<file path="src/rtl/tc_pkg.sv">
package tc_pkg;
  localparam int TC_CNT_W = 6;
  localparam int TC_FLG_W = 2;
  localparam int TC_CODE_W = TC_CNT_W + TC_FLG_W;
endpackage

</file>
<file path="src/rtl/tc_capture.sv">
module tc_capture #(
  parameter int NP = 4,
  parameter int CW = 8
) (
  input  logic           clk,
  input  logic           rst,
  input  logic [NP-1:0]  tick_in,
  input  logic [NP*CW-1:0] code_in,
  input  logic [NP-1:0]  port_en,
  input  logic           tc_off,
  input  logic [NP-1:0]  grant,
  output logic [NP-1:0]  pend,
  output logic [NP*CW-1:0] pcode
);
  for (genvar i = 0; i < NP; i++) begin : g_slot
    always_ff @(posedge clk) begin
      if (rst) begin
        pend[i] <= 1'b0;
        pcode[i*CW +: CW] <= '0;
      end else if (tc_off || !port_en[i]) begin
        pend[i] <= 1'b0;
      end else if (tick_in[i]) begin
        pend[i] <= 1'b1;
        pcode[i*CW +: CW] <= code_in[i*CW +: CW];
      end else if (grant[i]) begin
        pend[i] <= 1'b0;
      end
    end
  end
endmodule

</file>
<file path="src/rtl/tc_pick.sv">
module tc_pick #(
  parameter int NP = 4,
  localparam int IW = (NP > 1) ? $clog2(NP) : 1
) (
  input  logic [NP-1:0] pend,
  output logic          any,
  output logic [NP-1:0] grant,
  output logic [IW-1:0] idx
);
  always_comb begin
    any   = 1'b0;
    grant = '0;
    idx   = '0;
    for (int i = 0; i < NP; i++) begin
      if (pend[i] && !any) begin
        any      = 1'b1;
        grant[i] = 1'b1;
        idx      = IW'(i);
      end
    end
  end
endmodule

</file>
<file path="src/rtl/tc_core.sv">
module tc_core #(
  parameter int NP   = 4,
  parameter int CNTW = 6,
  parameter int FLGW = 2,
  localparam int CW  = CNTW + FLGW,
  localparam int IW  = (NP > 1) ? $clog2(NP) : 1
) (
  input  logic             clk,
  input  logic             rst,
  input  logic             any,
  input  logic [IW-1:0]    idx,
  input  logic [NP*CW-1:0] pcode,
  input  logic [NP-1:0]    port_en,
  input  logic             tc_off,
  input  logic             filt_en,
  output logic [NP-1:0]    tick_out,
  output logic [NP*CW-1:0] code_out,
  output logic [CW-1:0]    time_stat
);
  logic [CW-1:0]   sel;
  logic [CNTW-1:0] nxt_cnt;
  logic            accept;
  logic            valid;
  logic [NP-1:0]   others;

  assign sel     = pcode[idx*CW +: CW];
  assign nxt_cnt = time_stat[CNTW-1:0] + 1'b1;
  assign accept  = any && !tc_off && !(filt_en && (sel[CW-1:CNTW] != '0));
  assign valid   = accept && (sel[CNTW-1:0] == nxt_cnt);
  assign others  = ~(NP'(1) << idx);

  always_ff @(posedge clk) begin
    if (rst) begin
      time_stat <= '0;
      tick_out  <= '0;
      code_out  <= '0;
    end else begin
      tick_out <= valid ? (port_en & others) : '0;
      if (accept) time_stat <= sel;
      if (valid) code_out <= {NP{sel}};
    end
  end
endmodule

</file>
<file path="src/rtl/tc_dist.sv">
module tc_dist #(
  parameter int NP   = 4,
  parameter int CNTW = tc_pkg::TC_CNT_W,
  parameter int FLGW = tc_pkg::TC_FLG_W,
  localparam int CW  = CNTW + FLGW,
  localparam int IW  = (NP > 1) ? $clog2(NP) : 1
) (
  input  logic             clk,
  input  logic             rst,
  input  logic [NP-1:0]    tick_in,
  input  logic [NP*CW-1:0] code_in,
  input  logic [NP-1:0]    port_en,
  input  logic             filt_en,
  input  logic             tc_off,
  output logic [NP-1:0]    tick_out,
  output logic [NP*CW-1:0] code_out,
  output logic [CW-1:0]    time_stat
);
  logic [NP-1:0]    pend;
  logic [NP*CW-1:0] pcode;
  logic [NP-1:0]    grant;
  logic             any;
  logic [IW-1:0]    idx;

  tc_capture #(.NP(NP), .CW(CW)) u_cap (
    .clk(clk), .rst(rst), .tick_in(tick_in), .code_in(code_in),
    .port_en(port_en), .tc_off(tc_off), .grant(grant),
    .pend(pend), .pcode(pcode)
  );

  tc_pick #(.NP(NP)) u_pick (
    .pend(pend), .any(any), .grant(grant), .idx(idx)
  );

  tc_core #(.NP(NP), .CNTW(CNTW), .FLGW(FLGW)) u_core (
    .clk(clk), .rst(rst), .any(any), .idx(idx), .pcode(pcode),
    .port_en(port_en), .tc_off(tc_off), .filt_en(filt_en),
    .tick_out(tick_out), .code_out(code_out), .time_stat(time_stat)
  );
endmodule

</file>
<file path="config.mk">
export PLATFORM = sky130hd
export DESIGN_NAME = tc_dist
export DESIGN_NICKNAME = d
export VERILOG_FILES = /design/src/rtl/tc_pkg.sv /design/src/rtl/tc_capture.sv /design/src/rtl/tc_pick.sv /design/src/rtl/tc_core.sv /design/src/rtl/tc_dist.sv
export SDC_FILE = /design/constraint.sdc
export NUM_CORES = 1
export LEC_CHECK = 0
export BUFFER_PORTS_ARGS = -buffer_cell sky130_fd_sc_hd__buf_2
export CAP_MARGIN = 10
export CORE_MARGIN = 3
export CORE_UTILIZATION = 30
export CTS_BUF_LIST = sky130_fd_sc_hd__clkbuf_4 sky130_fd_sc_hd__clkbuf_8
export CTS_CLUSTER_SIZE = 28
export DETAILED_ROUTE_END_ITERATION = 7
export SYNTH_ARGS = -nofsm -noshare
export SYNTH_HDL_FRONTEND = slang
export SYNTH_SLANG_ARGS = --single-unit
</file>
<file path="constraint.sdc">
create_clock -name clk -period 7.33 [get_ports clk]
set_input_delay 1.0995 -clock clk [delete_from_list [all_inputs] [get_ports clk]]
set_output_delay 1.0995 -clock clk [all_outputs]
set_load 0.005 [all_outputs]
</file>
Word-level counts from Yosys, hierarchy flattened. Cells that the tools add are included.

Bits in registers: 80. Latch bits: 0. Memory bits (writable): 0. Memory bits (read-only): 0. Memories: 0.

$add $sub $neg: 1. Multipliers: 0. Divide/modulo/power cells: 0. $lt $le $gt $ge: 0. Eq/ne operators: 1. Shifts and indexed selects: 2. Multiplexer cells: 18. Bitwise operators: 7. Reduce and logical (&&, ||, !) cells: 34.

Operator list (number): $shiftx 32x6->8 (1); $mux 1 (16); $reduce_bool 2->1 (5); $reduce_or 2->1 (5); $logic_not 1->1 (9); $reduce_and 2->1 (4); $logic_and 1x1->1 (7); $add 6x1->6 const B (1); $eq 6x6->1 (1); $not 1->1 (5); $and 4x4->4 (1); $logic_or 1x1->1 (4); $mux 2 (2); $not 4->4 (1); $shl 1x2->4 const A (1).

Logic depth before layout (Yosys ltp). Gate-level depths: netlist of run 1.

Depth after elaboration: 18. Depth in mapped cells: 9.

Cells and area by module. Synthesis of run 1 repeated with hierarchy kept, for this count alone.

Cell total of the unflattened synthesis: 295. Area, all modules: 3064.2 µm².

Modules (own cells, without submodules): tc_capture (instances 1, cells an instance 156, area an instance 1624.1 µm², sequential area each 720.7 µm²); tc_core (instances 1, cells an instance 128, area an instance 1378.8 µm², sequential area each 400.4 µm²); tc_pick (instances 1, cells an instance 11, area an instance 61.3 µm², sequential area each 0.0 µm²).

Worst setup path after synthesis of run 1. OpenSTA, ideal clock, no wires.

Kind: input to register. From: input port tc_off. To: register u_core.code_out[29]. Library setup time: 0.121 ns. Data arrival time: 2.650 ns. Data required time: 7.209 ns. Setup slack: 4.559 ns. Stages on the path: 6. Path buffers: 1. Path through: o21bai_1 -> nor4_1 -> o2bb2ai_2 -> nand4_1 -> buf_6 -> mux2_4.

Cells in the longest elaborated chain, start to end: 4.

RTL lines: start, declared (RTL line tc_dist.sv:14) `input logic tc_off,`; $logic_not 1->1 (RTL line tc_core.sv:28) `assign accept = any && !tc_off && !(filt_en && (sel[CW-1:CNTW] != '0));`; $logic_and 1x1->1 (2 in a row) (RTL line tc_core.sv:28); $logic_and 1x1->1 (RTL line tc_core.sv:29) `assign valid = accept && (sel[CNTW-1:0] == nxt_cnt);`; end signal, assigned (RTL line tc_core.sv:40) `if (valid) code_out <= {NP{sel}};`; end, declared (RTL line tc_core.sv:17) `output logic [NP*CW-1:0] code_out,`.

No other way between the ends. A chain may end at the register's enable or synchronous reset.

Worst setup path after layout of run 1.
From: register u_cap.pend[1]. To: register u_core.code_out[30].

Cells in the longest elaborated chain, start to end: 14. Elaborated cells on any way between the ends: 19. Classes of those cells: eq/ne (1); shift (1); mux (6); reduce/logical (11).

RTL lines: start, declared (RTL line tc_capture.sv:12) `output logic [NP-1:0] pend,`; start signal, assigned by index (RTL line tc_capture.sv:18) `pend[i] <= 1'b0;`; start signal, assigned by index (RTL line tc_capture.sv:21) `pend[i] <= 1'b0;`; start signal, assigned by index (RTL line tc_capture.sv:23) `pend[i] <= 1'b1;`; $logic_and 1x1->1 * (RTL line tc_pick.sv:15) `if (pend[i] && !any) begin`; $mux 1 (RTL line tc_pick.sv:15); $logic_not 1->1 (RTL line tc_pick.sv:15); $logic_and 1x1->1 (RTL line tc_pick.sv:15); $mux 1 (RTL line tc_pick.sv:15); $logic_not 1->1 (RTL line tc_pick.sv:15); $logic_and 1x1->1 (RTL line tc_pick.sv:15); $mux 2 (RTL line tc_pick.sv:15); $shiftx 32x6->8 (RTL line tc_core.sv:26) `assign sel = pcode[idx*CW +: CW];`; $reduce_bool 2->1 (RTL line tc_core.sv:28); $logic_and 1x1->1 (RTL line tc_core.sv:28); $logic_not 1->1 (RTL line tc_core.sv:28); $logic_and 1x1->1 (RTL line tc_core.sv:28); $logic_and 1x1->1 (RTL line tc_core.sv:29).

Every way passes the cells marked *; elsewhere a longest branch is shown, timed or not.

==> results list, run 1 <==
- Once detailed placement completed, the half-perimeter wirelength came to roughly 5100 um.
- In the finished design, the share of the clock period the worst path needs comes to 0.4656.
* Result of the run: completed
- Category of the worst setup path launch point: flip-flop
- STA classifies the critical path endpoint as a flip-flop.
- Syn_nets: approximately 360
- Total power for the finished layout comes to 605.9 uW.
- The number of antenna violations at the first check in global routing came to 0.
- Fillers: about 920
- At the end of the flow, the number of nets in the layout was between 400 and 500.
* Slew of the pin with the lowest slew margin: between 0.9 and 1 ns
- For this run, the top clock speed supported by timing is roughly 0.29 GHz.
* Layout overhead on the synthesized area: 15.46%
* Worst endpoint data arrival time: 3.63 ns
- Of the total power, the clock network draws 0.355.
* Register bit total from synthesis: 56
- After clock tree synthesis, the clock-pin slew on the worst setup and hold paths is approximately 0.11 ns.
- The min-delay analysis places its worst path in the category reg -> reg.
- On the critical path the largest part of the delay comes from simple AND/OR/NAND/NOR gates.
- After floorplanning, the core was sized to cover between 8000 and 9000 sq um.
- Sequential share of power: 0.528
- Along the worst path, the maximum fanout reaches 23.
- Number of H-tree levels: 2
- Before antenna repair, the detailed router went through 4 iterations.
- Worst path bufs/invs: 0
- Of the total power, the share spent switching nets is 0.2446.
- Mapped Cells: 311
- The final hold violation count came to 0.
- Slew HR: 0.3449
* Delay of the slowest critical-path stage: between 0.7 and 0.8 ns
* Setup Fix Bufs, Post-CTS: 0
- Maximum number of pins on one net before global-route repair: between 50 and 60
- TritonCTS built the clock tree.
* Post-route setup TNS: 0 ns
* # Max-Cap Violations: 0
* Portion of synthesized cell area occupied by the leading cell type: 0.4014
* Synth area leader: dfxtp_1
- Critical setup path kind: reg -> reg
- The number of global-route vias before repair was ~2,100.
* FFs w/ async S/R, synth: 0
* I/O pin cnt: 88
- DR DRC count: 0
- Vias after detailed routing: about 2,200
- Horiz. Die Dim: just over 100 um
- Fraction of final layout cells with drive strength greater than 1: 0.2967
- Critical path required time: roughly 7.6 ns
- Internal power: 457.8 uW
* CP cell instances: or3_1, a21boi_0, nor4_1, o2bb2ai_2, nand4_1, mux2_4
- Post-DRT Antenna Nets: 0
- Leakage Power: 1.644 nW
- Overflow left after global routing: 0
- Max-slew violation total from the final report: 0
- The detailed router finished its first iteration with between 100 and 150 violations.
- After detailed routing, the number of vias per cell comes to approximately 4.7.
- Global-route wire length before repair: around 10,000 um
* Synth area leaders: dfxtp_1, mux2i_1, nor2_1, buf_4, a21oi_1
- Yosys warning count: 0
- The floorplan has 34 rows.
- Finish-stage setup viols: 0
- Combined global-route utilization of all metal layers: 0.1279
- Wire length reported by the detailed router: 6674 um
- Clock Sink Count: 56
- Yosys mapped a number of flops with a built-in enable equal to 0.
- A synthesized cell averages 8.980 sq um.
- Buffers placed on the I/O ports in this run total 87.
* Final GP Congestion: between 0.8 and 0.9
- Critical Path Slowest Stage Cell: nand4_1
- The number of antenna diodes in the final layout is 0.
- Unrepaired setup endpoints after global routing: no
* Clock Skews: 0.01510 ns
- The cell sitting at the root of the clock tree is a clkbuf_8.
- Across the VDD grid, the largest voltage drop is a little over 0.08 mV.
- TritonCTS created 5 clock buffers.
- Clock period minus final worst setup slack: between 3 and 4 ns
- Wire length per cell after detailed routing: ~14 um
* Clock network latency to the later pin of the worst-skew pair: 0.32 ns
- Fraction of power consumed by combinational cells: 0.117
* Power per cell area: between 150 and 200 nW/um^2
- DIE AREA: around 11,000 sq um
- Reported net switching power: about 150 uW
* Most frequent cell after synthesis: dfxtp_1
* Initial core utilization: 0.3141
* CTS Buffer Depth: 2
* Cts repair resizes: 0
* Number of hold buffers added after CTS: 0
* Synthesized area: about 2800 sq um
- The commonest cells after synthesis are dfxtp_1, nor2_1, mux2i_1.
- Portion of the post-synthesis area used by sequential elements: 0.4014
- The floorplan step set the die height to 102.5 um.
- Most used flip-flop cell after synthesis: dfxtp_1
* Number of distinct library cells after synthesis: 49
## power groups by stage
stage	Sequential [mW]	Combinational (mW)	Clock [mW]
after floorplan	0.324	0.0491	0
after global placement	0.327	0.0700	0
after detailed placement	0.327	0.0713	0
after CTS	0.320	0.0715	0.219
after global routing	0.321	0.0799	0.230
final	0.320	0.0712	0.215
## per-stage QoR
stage,instance area [sq um],setup slack (ns),instances,utilization,hold slack [ns]
5_1_grt,3224,3.584,472,0.3627,0.5300
3_5_place_dp,3103,3.708,464,0.3490,0.4757
3_3_place_gp,3103,3.753,464,0.3490,0.4759
2_1_floorplan,2793,4.559,311,-,0.4543
4_1_cts,3224,3.876,472,0.3627,0.5014
6_report,3224,3.917,472,0.3627,0.4950
## area by class of cell
type	instances	area, sq um	share of cell area
Clock inverter	2	38.79	0.01203
Clock buffer	6	82.58	0.02561
Timing Repair Buffer	87	435.4	0.1350
Inverter	8	30.03	0.009313
Multi-Input combinational cell	205	1381	0.4284
Tap cell	108	135.1	0.04191
Sequential cell	56	1121	0.3477
## cells in the final DEF, fill, tap and decap left out, drive strengths merged, types with 5 or more instances in the layout
master / n
a21oi: 10
buf: 87
clkbuf: 6
dfxtp: 56
inv: 7
mux2i: 43
nand2: 13
nand3b: 5
nor2: 52
nor2b: 8
nor3: 6
nor4: 5
## final timing paths
| check | start | endpoint | slack (ns) | cells past startpoint |
|---|---|---|---|---|
| worst max-delay path | u_cap.pend[1] | u_core.code_out[30] | 3.92 | 6 |
| worst min-delay path | u_cap.pcode[6] | u_cap.pcode[6] | 0.49 | 2 |
| worst max register to register | u_cap.pend[1] | u_core.code_out[30] | 3.92 | 6 |
| worst min register to register | u_cap.pcode[6] | u_cap.pcode[6] | 0.49 | 2 |
## metal layers
layer  vias to the layer above  global-route usage  part of all wire
met4                         0             0.03431             0.010
li1                       1147                   -                 -
met3                         5             0.02662             0.046
met1                      1006              0.1708              0.47
met5                         -                   0                 0
met2                        56              0.2095              0.48
## registers in the layout, indices dropped and copies added (netlist names)
| register | flops |
|---|---|
| u_core.time_stat | 8 |
| u_cap.pend | 4 |
| u_cap.pcode | 32 |
| u_core.tick_out | 4 |
| u_core.code_out | 8 |
## worst min-delay path, cell delays in order (launching register included)
cell	delay, ns
dfxtp_1	0.34
mux2i_1	0.06
nor2_1	0.07
## cells by family (layout without fill, tap and decap cells)
group / after synthesis / count (layout) / synth area share
buf+inv: 50 / 103 / 0.1039
flops: 56 / 56 / 0.4014
compound gates: 32 / 32 / 0.08109
fa+ha+maj: 1 / 1 / 0.004480
mux: 47 / 47 / 0.1729
xor+xnor: 3 / 3 / 0.009410
simple gates: 122 / 122 / 0.2267
(Power assumes the default switching activity.)
==> run 2, diff against run 1 <==
==> constraint.sdc (replaced) <==
create_clock -name clk -period 2.8 [get_ports clk]
set_input_delay 0.42 -clock clk [delete_from_list [all_inputs] [get_ports clk]]
set_output_delay 0.42 -clock clk [all_outputs]
set_load 0.005 [all_outputs]
==> results list, run 2 (synthesis gave the netlist of run 1 again) <==
- TritonCTS Buffers: 5
* Combined global-route utilization of all metal layers: 0.1306
- The first global-routing pass estimated between 10,000 and 15,000 um of wire.
* Root buffer selected by CTS: clkbuf_8
* Largest register by flop count: u_cap.pcode
- Number of antenna repair diodes: 0
* Port Buffers: 87
- For this run, the share of the core covered by cells in the final layout is 0.3624.
- The clock passes through at most 2 buffers.
* Max-slew violation total from the final report: 0
- Reported net switching power: around 370 uW
* Power per cell area: about 450 nW/um^2
* Total Power Consumption: roughly 1.4 mW
* Internal power: approximately 1.1 mW
* Result of the run: completed
- The routed design could run at a clock period as short as ~2.5 ns.
- Leading cell type in the layout, fill and taps excluded: buf_2
- Data on the critical path is required at its endpoint by about 3.0 ns.
* Register-to-register path setup slack: between 0.2 and 0.3 ns
- Once placement completed, the tool counted placed cells totaling 469.
- Count of final hold-check violations: 0
* Critical setup path kind: reg -> reg
- Ratio of routed vias to standard cells: 4.706
* Critical path endpoint category: flip-flop
* Category of the worst setup path launch point: flip-flop
* CTS tree: yes
- The analysis attributes to cell leakage a power of between 1.5 and 2 nW.
- Routability-driven placement finished with a final weighted congestion of ~0.84.
- After detailed routing, the average wire length per cell comes to between 10 and 15 um.
- Setup repair after global routing left no endpoint under its margin.
- Once placement finished, the instance area stood at 3141 sq um.
- Most frequent cells in the layout: buf_2, dfxtp_1, nor2_1
- The number of antenna violations at the first check in global routing was 0.
- The total overflow left after global routing is 0.
- Across the run, the number of max-cap violations was 0.
* Class of the worst hold path: in -> reg
* Number of detailed-routing iterations run before antenna repair: 4
* Clock Sink Count: between 50 and 60
* I/O pin cnt: about 90
* DR DRC count: 0
* Core box area: 8891 sq um
* Violation count after the first detailed-routing iteration: 110
- Number of H-tree levels: 2
* Clock network latency to the later pin of the worst-skew pair: between 0.3 and 0.4 ns
* Layout overhead on the synthesized area: 15.37%
- Finish-stage setup viols: 0
- Headroom to the max-slew limit came out at 0.5579.
* Vias in the first global route: between 2,000 and 2,500
- Switching Share: 0.2541
- Largest regs: u_cap.pcode: 32 flops, u_core.code_out: 8 flops, u_core.time_stat: 8 flops
- Achievable frequency: roughly 0.39 GHz
- Fraction of power consumed by combinational cells: 0.134
- Sequential share of power: 0.577
* Clock Skews: 0.007893 ns
- Horiz. Die Dim: ~100 um
* Worst endpoint data arrival time: about 2.8 ns
* Fraction of final layout cells with drive strength greater than 1: 0.3043
- Cts repair resizes: 0
* Worst R2R Path Depth: 7
* Post-DRT Antenna Nets: 0
* Slew of the pin with the lowest slew margin: roughly 0.66 ns
* Fraction of the cycle the final worst path needs: 0.9089
- The count of cells in the finished layout, fillers not included, comes to 476.
- DIE AREA: 10,500 sq um
* Worst Path Max Fanout: 14
* Worst voltage drop across the vdd grid: around 0.18 mV
- Rows: 34
- Wire length reported by the detailed router: about 6800 um
- The register with the most flip-flops in the layout has 32 of them.
* Initial core utilization: 0.3141
- The die is between 100 and 150 um tall.
- Of the total power, the clock network draws 0.289.
- At the end of the flow, the number of nets in the layout was 413.
* CTS clock-pin slew for the worst setup and hold paths: ~0.090 ns
- After legalization and detailed placement, the total HPWL measured around 5300 um.
- Detailed routing inserted a total of ~2,200 vias.
* Maximum number of pins on one net before global-route repair: 36
- The worst hold path passes through 3 cells.
* Post-route setup TNS: 0 ns
* Number of hold buffers added after CTS: 0
- With fillers left out, the area of the finished cells amounts to between 3000 and 4000 sq um.
* Setup Fix Bufs, Post-CTS: 0
run 2: cell types whose count changed in the layout (fill, tap and decap cells not counted), sizes merged:
cell      delta
bufinv       -1
clkbuf       -1
clkinvlp     +1
buf          +5
run 2: final cells by class:
| class | count | area (sq um) |
|---|---|---|
| fillers | 916 | 5669 |
| multi-input cells | 205 | 1381 |
| flip-flops and latches | 56 | 1121 |
| repair buffers | 92 | 473.0 |
| well taps | 108 | 135.1 |
| clock buffers | 5 | 68.82 |
| inverters | 8 | 30.03 |
| clock inverters | 2 | 12.51 |
run 2: worst paths after layout:
path                                            end       startpoint
worst min register to register      u_cap.pcode[17]  u_cap.pcode[17]
worst max register to register  u_core.code_out[30]    u_cap.pend[2]
worst min-delay path                 u_cap.pcode[3]       code_in[3]
worst max-delay path            u_core.code_out[30]    u_cap.pend[2]
run 2: routing by layer:
metal / wire, um / up-vias / share of wire / track usage
met5: 0 / - / 0 / 0
met4: 145 / 0 / 0.021 / 0.04743
met3: 346 / 13 / 0.051 / 0.02594
met2: 3095 / 69 / 0.46 / 0.2011
met1: 3168 / 1003 / 0.47 / 0.1807
li1: - / 1155 / - / -
run 2: through the flow:
step                setup WS [ns]  hold WS [ns]
finish                     0.2552        0.3364
global route               0.1215        0.3501
CTS                        0.2554        0.3356
detailed placement         0.2693        0.4872
global placement           0.3037        0.4756
floorplan                  0.4217        0.4543
run 2: power groups by stage:
stage	logic, mW	clock network, mW	registers (mW)
4_1_cts	0.196	0.435	0.835
6_report	0.194	0.418	0.834
5_1_grt	0.218	0.472	0.838
2_1_floorplan	0.129	0	0.847
3_3_place_gp	0.192	0	0.853
3_5_place_dp	0.195	0	0.853
run 2: worst max-delay path, stage by stage, from the launching register on:
cell and delay, ns:
dfxtp_1 0.43, or4b_1 0.66, or2_4 0.29, and4_4 0.17
nor4b_2 0.25, nand4_1 0.12, buf_4 0.21, mux2_4 0.30
